--- src/rtl/lxr_pkg.sv ---
// Package: shared mode encoding for the acquired-line transfer register.
// Assumes: the mode input is two bits wide; code 3 is decoded as line mode.
package lxr_pkg;

    typedef enum logic [1:0] {
        MODE_LINE  = 2'd0,
        MODE_HDR_A = 2'd1,
        MODE_HDR_B = 2'd2,
        MODE_SPARE = 2'd3
    } lxr_mode_e;

    localparam int BYTE_W = 8;

endpackage

--- src/rtl/lxr_slot_map.sv ---
// Module: lxr_slot_map
// Maps an incoming byte position to a transfer-register slot for the current mode.
// Assumes: the two header windows of a mode do not overlap; NBYTES is even.
module lxr_slot_map
    import lxr_pkg::*;
#(
    parameter int IDX_W     = 6,
    parameter int NBYTES    = 16,
    parameter int LINE_BASE = 0,
    parameter int A_FIRST   = 38,
    parameter int A_SECOND  = 30,
    parameter int B_FIRST   = 22,
    parameter int B_SECOND  = 14,
    localparam int SLOT_W   = $clog2(NBYTES),
    localparam int HALF     = NBYTES / 2
) (
    input  lxr_mode_e          mode,
    input  logic [IDX_W-1:0]   idx,
    output logic               keep,
    output logic [SLOT_W-1:0]  slot
);

    function automatic logic in_win(input int pos, input int base, input int len);
        return (pos >= base) && (pos < base + len);
    endfunction

    int pos;
    assign pos = int'(idx);

    // Decode keep flag and slot number from the position and mode.
    always_comb begin
        keep = 1'b0;
        slot = '0;
        case (mode)
            MODE_HDR_A: begin
                if (in_win(pos, A_FIRST, HALF)) begin
                    keep = 1'b1;
                    slot = SLOT_W'(pos - A_FIRST);
                end else if (in_win(pos, A_SECOND, HALF)) begin
                    keep = 1'b1;
                    slot = SLOT_W'(HALF + pos - A_SECOND);
                end
            end
            MODE_HDR_B: begin
                if (in_win(pos, B_FIRST, HALF)) begin
                    keep = 1'b1;
                    slot = SLOT_W'(pos - B_FIRST);
                end else if (in_win(pos, B_SECOND, HALF)) begin
                    keep = 1'b1;
                    slot = SLOT_W'(HALF + pos - B_SECOND);
                end
            end
            default: begin
                if (in_win(pos, LINE_BASE, NBYTES)) begin
                    keep = 1'b1;
                    slot = SLOT_W'(pos - LINE_BASE);
                end
            end
        endcase
    end

    // a header-mode keep must map into its own window half.
    always_comb begin
        if (keep && (mode == MODE_HDR_A) && in_win(pos, A_FIRST, HALF))
            a_r3_first_half: assert (int'(slot) < HALF);
        if (keep && (mode == MODE_HDR_B) && in_win(pos, B_SECOND, HALF))
            a_r4_second_half: assert (int'(slot) >= HALF);
    end

endmodule

--- src/rtl/lxr_capture.sv ---
// Module: lxr_capture
// Collects kept bytes of the current line into a shadow buffer and tracks faults.
// Decides at the end-of-line strobe whether the line may be committed.
// Assumes: at most one byte per cycle; a byte may coincide with the strobe.
module lxr_capture
    import lxr_pkg::*;
#(
    parameter int IDX_W     = 6,
    parameter int NBYTES    = 16,
    parameter int LINE_BASE = 0,
    parameter int A_FIRST   = 38,
    parameter int A_SECOND  = 30,
    parameter int B_FIRST   = 22,
    parameter int B_SECOND  = 14,
    localparam int SLOT_W   = $clog2(NBYTES)
) (
    input  logic                             clk,
    input  logic                             rst_n,
    input  lxr_mode_e                        mode,
    input  logic                             acq_valid,
    input  logic [IDX_W-1:0]                 acq_index,
    input  logic [BYTE_W-1:0]                acq_byte,
    input  logic                             acq_err,
    input  logic                             acq_eol,
    input  logic                             host_active,
    output logic                             commit,
    output logic [NBYTES-1:0][BYTE_W-1:0]    line_out
);

    logic                            keep;
    logic [SLOT_W-1:0]               slot;
    logic [NBYTES-1:0][BYTE_W-1:0]   shadow_q, shadow_d;
    logic                            line_bad_q, bad_now;

    lxr_slot_map #(
        .IDX_W(IDX_W), .NBYTES(NBYTES), .LINE_BASE(LINE_BASE),
        .A_FIRST(A_FIRST), .A_SECOND(A_SECOND),
        .B_FIRST(B_FIRST), .B_SECOND(B_SECOND)
    ) u_map (
        .mode (mode),
        .idx  (acq_index),
        .keep (keep),
        .slot (slot)
    );

    // Merge this cycle's byte into the shadow view.
    always_comb begin
        shadow_d = shadow_q;
        if (acq_valid && keep)
            shadow_d[slot] = acq_byte;
    end

    // Line is bad if any earlier byte or this byte carried a fault.
    assign bad_now  = line_bad_q | (acq_valid & acq_err);
    assign commit   = acq_eol & ~bad_now & ~host_active;
    assign line_out = shadow_d;

    // Shadow buffer and fault flag; both restart at every line end.
    always_ff @(posedge clk) begin
        if (!rst_n) begin
            shadow_q   <= '1;
            line_bad_q <= 1'b0;
        end else if (acq_eol) begin
            shadow_q   <= '1;
            line_bad_q <= 1'b0;
        end else begin
            shadow_q   <= shadow_d;
            line_bad_q <= bad_now;
        end
    end

    a_r5_fault_sticks: assert property (@(posedge clk) disable iff (!rst_n)
        (acq_valid && acq_err && !acq_eol) |=> line_bad_q);

    a_r5_fault_blocks: assert property (@(posedge clk) disable iff (!rst_n)
        line_bad_q |-> !commit);

    a_r10_fresh_line: assert property (@(posedge clk) disable iff (!rst_n)
        acq_eol |=> (!line_bad_q && (shadow_q == '1)));

endmodule

--- src/rtl/lxr_xfer_port.sv ---
// Module: lxr_xfer_port
// Holds the transfer register and serves host reads.
// Drives the active-low fresh-data flag.
// Assumes: commit is never raised while host_active is high.
module lxr_xfer_port
    import lxr_pkg::*;
#(
    parameter int NBYTES  = 16,
    localparam int SLOT_W = $clog2(NBYTES),
    localparam int PTR_W  = $clog2(NBYTES + 1)
) (
    input  logic                           clk,
    input  logic                           rst_n,
    input  logic                           commit,
    input  logic [NBYTES-1:0][BYTE_W-1:0]  line_in,
    input  logic                           host_active,
    input  logic                           host_rd,
    output logic [BYTE_W-1:0]              rd_data,
    output logic                           avail_n
);

    logic [NBYTES-1:0][BYTE_W-1:0] xreg_q;
    logic                          active_q;
    logic [PTR_W-1:0]              ptr_q;

    // Transfer register: loaded whole on commit only.
    always_ff @(posedge clk) begin
        if (!rst_n)
            xreg_q <= '1;
        else if (commit)
            xreg_q <= line_in;
    end

    // Delayed access signal for start-of-access detection.
    always_ff @(posedge clk) begin
        if (!rst_n)
            active_q <= 1'b0;
        else
            active_q <= host_active;
    end

    // Fresh-data flag: low after a transfer, high once an access starts.
    always_ff @(posedge clk) begin
        if (!rst_n)
            avail_n <= 1'b1;
        else if (commit)
            avail_n <= 1'b0;
        else if (host_active && !active_q)
            avail_n <= 1'b1;
    end

    // Read pointer: held at zero between accesses, saturates past the end.
    always_ff @(posedge clk) begin
        if (!rst_n)
            ptr_q <= '0;
        else if (!host_active)
            ptr_q <= '0;
        else if (host_rd && (ptr_q < PTR_W'(NBYTES)))
            ptr_q <= ptr_q + 1'b1;
    end

    // Byte at the pointer, or the filler value past the end.
    assign rd_data = (ptr_q < PTR_W'(NBYTES)) ? xreg_q[ptr_q[SLOT_W-1:0]] : 8'hFF;

    a_r8_fall_on_store: assert property (@(posedge clk) disable iff (!rst_n)
        $fell(avail_n) |-> $past(commit));

    a_r8_rise_on_access: assert property (@(posedge clk) disable iff (!rst_n)
        $rose(host_active) |=> avail_n);

    a_r7_hold_in_access: assert property (@(posedge clk) disable iff (!rst_n)
        host_active |=> $stable(xreg_q));

    a_r9_ptr_restart: assert property (@(posedge clk) disable iff (!rst_n)
        $rose(host_active) |-> (ptr_q == '0));

    a_r9_past_end: assert property (@(posedge clk) disable iff (!rst_n)
        (ptr_q == PTR_W'(NBYTES)) |-> (rd_data == 8'hFF));

endmodule

--- src/rtl/line_xfer_reg.sv ---
// Module: line_xfer_reg (top)
// Captures selected bytes of a received data line into a host-readable register.
// Assumes: the host holds host_active for the whole read and drops it between reads.
module line_xfer_reg
    import lxr_pkg::*;
#(
    parameter int IDX_W     = 6,
    parameter int NBYTES    = 16,
    parameter int LINE_BASE = 0,
    parameter int A_FIRST   = 38,
    parameter int A_SECOND  = 30,
    parameter int B_FIRST   = 22,
    parameter int B_SECOND  = 14
) (
    input  logic              clk,
    input  logic              rst_n,
    input  logic [1:0]        mode_sel,
    input  logic              acq_valid,
    input  logic [IDX_W-1:0]  acq_index,
    input  logic [7:0]        acq_byte,
    input  logic              acq_err,
    input  logic              acq_eol,
    input  logic              host_active,
    input  logic              host_rd,
    output logic [7:0]        rd_data,
    output logic              avail_n
);

    logic                          commit;
    logic [NBYTES-1:0][BYTE_W-1:0] line_bus;
    lxr_mode_e                     mode;

    assign mode = lxr_mode_e'(mode_sel);

    lxr_capture #(
        .IDX_W(IDX_W), .NBYTES(NBYTES), .LINE_BASE(LINE_BASE),
        .A_FIRST(A_FIRST), .A_SECOND(A_SECOND),
        .B_FIRST(B_FIRST), .B_SECOND(B_SECOND)
    ) u_capture (
        .clk         (clk),
        .rst_n       (rst_n),
        .mode        (mode),
        .acq_valid   (acq_valid),
        .acq_index   (acq_index),
        .acq_byte    (acq_byte),
        .acq_err     (acq_err),
        .acq_eol     (acq_eol),
        .host_active (host_active),
        .commit      (commit),
        .line_out    (line_bus)
    );

    lxr_xfer_port #(
        .NBYTES(NBYTES)
    ) u_port (
        .clk         (clk),
        .rst_n       (rst_n),
        .commit      (commit),
        .line_in     (line_bus),
        .host_active (host_active),
        .host_rd     (host_rd),
        .rd_data     (rd_data),
        .avail_n     (avail_n)
    );

    a_r7_no_store_in_access: assert property (@(posedge clk) disable iff (!rst_n)
        host_active |=> !$fell(avail_n));

endmodule

--- config.mk ---
export PLATFORM = sky130hd
export DESIGN_NAME = line_xfer_reg
export DESIGN_NICKNAME = d
export VERILOG_FILES = /design/src/rtl/lxr_pkg.sv /design/src/rtl/lxr_slot_map.sv /design/src/rtl/lxr_capture.sv /design/src/rtl/lxr_xfer_port.sv /design/src/rtl/line_xfer_reg.sv
export SDC_FILE = /design/constraint.sdc
export NUM_CORES = 1
export LEC_CHECK = 0
export BUFFER_PORTS_ARGS = -buffer_cell sky130_fd_sc_hd__buf_4
export CORE_MARGIN = 2
export CORE_UTILIZATION = 56
export DETAILED_ROUTE_END_ITERATION = 10
export PLACE_DENSITY = 0.76
export SLEW_MARGIN = 15
export SYNTH_ARGS = -nofsm -noshare
export SYNTH_HDL_FRONTEND = slang
export SYNTH_SLANG_ARGS = --single-unit
--- constraint.sdc ---
create_clock -name clk -period 2.37 [get_ports clk]
set_clock_uncertainty 0.1 [all_clocks]
set_input_delay 0.1185 -clock clk [delete_from_list [all_inputs] [get_ports clk]]
set_output_delay 0.1185 -clock clk [all_outputs]
set_load 0.005 [all_outputs]
## After elaboration in Yosys (flattened, before gate mapping)

Cells that the tools add are included.
W data, S select, Z words.

| cells by class | value |
|---|---|
| $add $sub $neg | 6 |
| muxes and demuxes | 21 |
| $lt $le $gt $ge | 14 |
| eq/ne operators | 2 |
| bitwise operators | 7 |
| reduce and logical (&&, ||, !) cells | 13 |

Operators by type and width:

| kind | number |
|---|---|
| $bwmux W128 | 1 |
| $mux W128 | 1 |
| $bmux W8 S4 | 1 |
| $demux W8 S4 | 1 |
| $mux W8 | 3 |
| $mux W4 | 5 |
| $lt A6 B5 Y1 const B | 3 |
| $ge A6 B5 Y1 const B | 2 |
| $lt A6 B6 Y1 const B | 2 |
| $lt A4 B5 Y1 const B | 2 |
| $logic_and A1 B1 Y1 | 9 |
| $pmux W4 S2 | 1 |
| $sub A4 B3 Y4 const B | 2 |
| $mux W1 | 7 |
| $ge A6 B1 Y1 const B | 1 |
| $ge A6 B4 Y1 const B | 1 |
| $ge A6 B6 Y1 const B | 1 |
| $add A5 B1 Y5 const B | 1 |
| $lt A5 B5 Y1 const B | 1 |
| $add A4 B4 Y4 const A | 1 |
| $ge A4 B1 Y1 const B | 1 |
| $sub A4 B2 Y4 const B | 1 |
| $sub A4 B4 Y4 const B | 1 |
| $and A1 B1 Y1 | 3 |
| 9 further kinds | 11 |

| word-level totals | value |
|---|---|
| input port bits | 23 |
| register bits | 264 |
| word-level logic and storage cells | 99 |
| output and inout port bits | 9 |

## Logic depth before layout (Yosys ltp)

| depth | value |
|---|---|
| depth after elaboration | 11 |
| mapped depth | 11 |
| mapped depth without buffers | 8 |

## Modules after synthesis

A second synthesis with hierarchy kept.

| unflattened totals | value |
|---|---|
| cells, all modules | 1232 |
| area, all modules | 11434.7 um^2 |

By module, submodules not included:

| module | seq. area each (um^2) | instances | cells each | area an instance (um^2) |
|---|---|---|---|---|
| lxr_xfer_port | 2702.6 | 1 | 567 | 5869.4 |
| lxr_capture | 2582.5 | 1 | 630 | 5336.4 |
| lxr_slot_map | 0.0 | 1 | 35 | 229.0 |

## Least setup slack after synthesis

OpenSTA, ideal clock, no wires.

| timing path | value |
|---|---|
| path kind | register to output |
| start point | register u_port.ptr_q[0] |
| end point | output port rd_data[0] |
| buffers on the path | 3 |
| data required time | 2151 ps |
| setup slack | -91 ps |
| arrival | 2243 ps |
| cell stages (with the launch flop) | 7 |
| cell sequence | dfxtp_1 buf_2 buf_2 clkbuf_1 mux4_2 mux4_2 or2_2 |

| on the way | value |
|---|---|
| cells in the longest elaborated chain, start to end | 3 |
| elaborated cells on any way between the ends | 4 |
| those cells by class | order compare (1); mux (3) |

RTL lines:

| what | line | text |
|---|---|---|
| from (decl) | lxr_xfer_port.sv:24 | `logic [PTR_W-1:0] ptr_q;` |
| from (signal assigned) | lxr_xfer_port.sv:59 | `ptr_q <= ptr_q + 1'b1;` |
| $bmux W8 S4 | lxr_xfer_port.sv:63 | `assign rd_data = (ptr_q < PTR_W'(NBYTES)) ? xreg_q[ptr_q[SLOT_W-1:0]] : 8'hFF;` |
| $mux W8 (implied by the code) | lxr_xfer_port.sv:63 |  |
| $mux W8 (*) | lxr_xfer_port.sv:63 |  |
| to (decl) | line_xfer_reg.sv:25 | `output logic [7:0] rd_data,` |

Every way passes the cells marked *; elsewhere a longest branch is shown, timed or not. The select of a mux whose other input is x is not followed.

## Final worst setup path

Same ends and word-level chain as after synthesis.

==> results.yml <==
run_status:
  outcome: "finished, violations left"
  violations: "setup timing"
setup_path:
  crit_type: "flip-flop to output port"
  crit_path_cell_trace: "buf_12 -> mux4_2 -> mux4_2 -> or2_4 -> buf_6"
  max_stage_delay_ps: 580
  start_kind: "flip-flop"
  critPathSlowestCell: "mux4_2"
  cp_max_fo: 7
  end_kind: "output port"
  crit_path_frequent_cell: "mux4_2"
  arrival_ps: 2570
  regToRegSetupSlack_ps: 190
  cp.required_ps: 2150
global_route:
  grt_max_degree: 86
  grt-ovfl-total: 0
  grtUsageTotal: 0.316
  antenna_found_initial: 1
  grt_pass1_vias: 9737
  grt_pass1_wl_um: 55400
synth:
  synthArstFlopShare: 0
  synth-edff-count: 0
  ys.flop_type: "dfxtp_1"
  yosys.area.top_type_share: 0.449
  synthDistinctLibCells: 63
  postSynthCellCount: 1233
  syn_area_per_cell_um2: 9.55
  syn_area_um2: 11800
  synth_seq_cells: 264
  yosys-top-cells-area: "dfxtp_1 (45%), nor3b_1 (8.2%), mux4_2 (7.7%), nand3_1 (4.7%), a31oi_1 (3.2%)"
  ys_warn_count: 0
  yosysSeqAreaShare: 0.449
  yosys.area.top_type: "dfxtp_1"
  syn-num-nets: 1261
drt:
  via_per_inst: 6.63
  routedWlPerCell_um: 22.4
  drtPass1Iterations: 5
  num_vias: 10430
  drtAntennaViolNets: 0
  initialDrtViolationCount: 1037
  route.detailed.drc: 0
  wirelength_um: 35100
clocking:
  root_buffer: "clkbuf_16"
  cts_tree: "done"
  cts.htree.levels: 1
  cts_sinks: 264
  cts_buffers: 27
  clk_path_buf_depth: 3
  clk_latency_ps: 540
  cts.clk_slew.worst_paths_ps: 60
cells_and_area:
  areaGrowthSynthToFinish_pct: 17.9
  nNetsFinal: 1306
  fill_cells: 1637
  multi_input_area_um2: 5920
  final-seq-area_um2: 5290
  postLayoutCoreUtil: 0.667
  drive_gt1_frac: 0.180
timing:
  hold_violations: 0
  worst_slew_pin_slew_ps: 666
  final_max_slew_viol_count: 0
  setup_viol: 8
  fin_crit_ps: 2790
  rsz0062_at_grt: "yes"
  slew_headroom: 0.551
  period_share: 1.18
  setup_ws_ps: -421
  fmax_mhz: 358
floorplanning:
  die_w_um: 149
  dieHeight_um: 149
  ios: 32
  start_util: 0.565
  rows: 53
  dieArea_um2: 22200
  core-area_um2: 20800
place:
  post-place-ws_ps: -48.1
  hpwl_um: 22600
  routabilityCongestion: 0.928
  portBuffers: 31
pwr:
  power_mw: 9.36
  p_per_area_nw_per_um2: 674
  p_leak_nw: 4.61
  irDropWorstVdd_uv: 535
run:
  maxCapViolCount: 0
hold_path:
  min_path_type: "input pin to flip-flop"
state kept, by name (all words and copies together), names as in the netlist:
register and flops:
u_port.active_q 1, u_port.ptr_q 5, u_capture.shadow_q 128, u_port.avail_n 1
u_port.xreg_q 128, u_capture.line_bad_q 1
worst max-delay path: cells and delay by family, from the launching register on:
family                 cells  cell delay [ps]
buffers and inverters      2              270
DFF                        1              430
muxes                      2             1090
and+or+nand+nor            1              240
power by group:
part	total (mW)	internal, mW	leakage (nW)	switching (mW)
Combinational	0.937	0.357	2.08	0.579
Sequential	4.48	4.46	2.14	0.0169
Clock	3.94	2.22	0.396	1.72
synthesized netlist by cell type, types with 2 or more instances:
library cell  instances
buf_2                32
o21ai_0              70
a21oi_1              22
inv_1                12
nor2b_1               4
mux2i_1              16
and3_1               14
clkbuf_2              2
and2_1               13
and4b_1               8
nor2_1               55
nor3b_1             128
a221o_1              31
o32a_1                2
buf_6                 3
dfxtp_1             264
nand2_1              69
nand2_2               3
buf_1                 3
nand4_1               2
o22ai_1               2
o21ai_1              10
ha_1                  5
or2_2                 9
xor2_1                2
o211ai_1             23
buf_4                 5
nor3_1               44
o22a_1                2
xnor2_1               2
a211oi_1             37
or3_1                 3
nand3_2               3
nand3b_1              4
a22oi_1               3
clkbuf_1             81
a31oi_1              61
a32oi_1               6
mux4_2               40
nand3_1             111
nand2b_1              5
cell usage in the layout (no fill, tap or decap), types with 4 or more instances in the layout:
cell / netlist / final
dlygate4sd3_1: 0 / 18
a31oi_1: 61 / 61
buf_12: 0 / 25
nand2_1: 69 / 69
a221o_1: 31 / 31
buf_4: 5 / 90
clkbuf_1: 81 / 9
clkinv_2: 0 / 5
mux2i_1: 16 / 16
o21ai_0: 70 / 70
a32oi_1: 6 / 6
and4b_1: 8 / 8
nand2b_1: 5 / 5
dfxtp_1: 264 / 262
mux4_2: 40 / 40
and3_1: 14 / 14
nand3_1: 111 / 111
nor3_1: 44 / 44
a21oi_1: 22 / 22
buf_6: 3 / 8
and2_1: 13 / 12
inv_1: 12 / 12
ha_1: 5 / 5
nor3b_1: 128 / 128
or2_4: 0 / 8
o21ai_1: 10 / 10
clkbuf_8: 0 / 4
a211oi_1: 37 / 37
o211ai_1: 23 / 23
nor2_1: 55 / 55
nand3b_1: 4 / 4
clkbuf_16: 0 / 27
area by class of cell:
| cell class | count | share of cell area |
|---|---|---|
| well taps | 275 | 0.0248 |
| clock inverters | 7 | 0.00297 |
| clock buffers | 40 | 0.0551 |
| multi-input cells | 831 | 0.426 |
| inverters | 12 | 0.00325 |
| repair buffers | 142 | 0.106 |
| flip-flops and latches | 264 | 0.381 |
| diodes | 1 | 0.000180 |
worst paths after layout:
| check | startpoint | to | cells after the start |
|---|---|---|---|
| setup / recovery | u_port.ptr_q[0] | rd_data[0] | 5 |
| setup reg to reg | u_capture.line_bad_q | u_port.avail_n | 5 |
| hold reg to reg | u_capture.shadow_q[102] | u_capture.shadow_q[102] | 2 |
| hold / removal | acq_valid | u_capture.shadow_q[23] | 4 |
cells by family (layout without fill, tap and decap cells):
logic type      after synthesis  count (layout)  share of synthesized area
compound gates              285             285                      0.170
xor+xnor                      4               4                    0.00298
fa+ha+maj                     5               5                    0.00531
buf+inv                     138             201                     0.0511
flops                       264             264                      0.449
mux                          56              56                     0.0901
other cells                   0               1                          0
simple gates                481             481                      0.232
per-layer routing:
metal / global-route usage / wire (µm) / vias up
met4: 0.110 / 1150 / 0
met3: 0.0526 / 3030 / 81
li1: - / - / 4711
met2: 0.490 / 16300 / 517
met5: 0 / 0 / -
met1: 0.448 / 14700 / 5121
stage by stage:
step | cell area [µm²] | instances | hold WS, ps | TNS, ps
2_1_floorplan | 11800 | 1233 | 164 | 0
3_3_place_gp | 12800 | 1503 | 292 | 0
3_5_place_dp | 12800 | 1503 | 301 | -125
4_1_cts | 13900 | 1571 | 25.7 | -3260
5_1_grt | 13900 | 1571 | 90.8 | -3450
6_report | 13900 | 1572 | 53.4 | -3220
timing repair:
item                                    CTS  global route
gates resized for setup                  17             1
endpoints found under the setup margin    8             8
hold buffers                             18             0
setup buffers                             2             0
hold endpoints to repair                117             0
cloned                                    1             0
pin swaps                                 1             1
(Power assumes the default switching activity.)
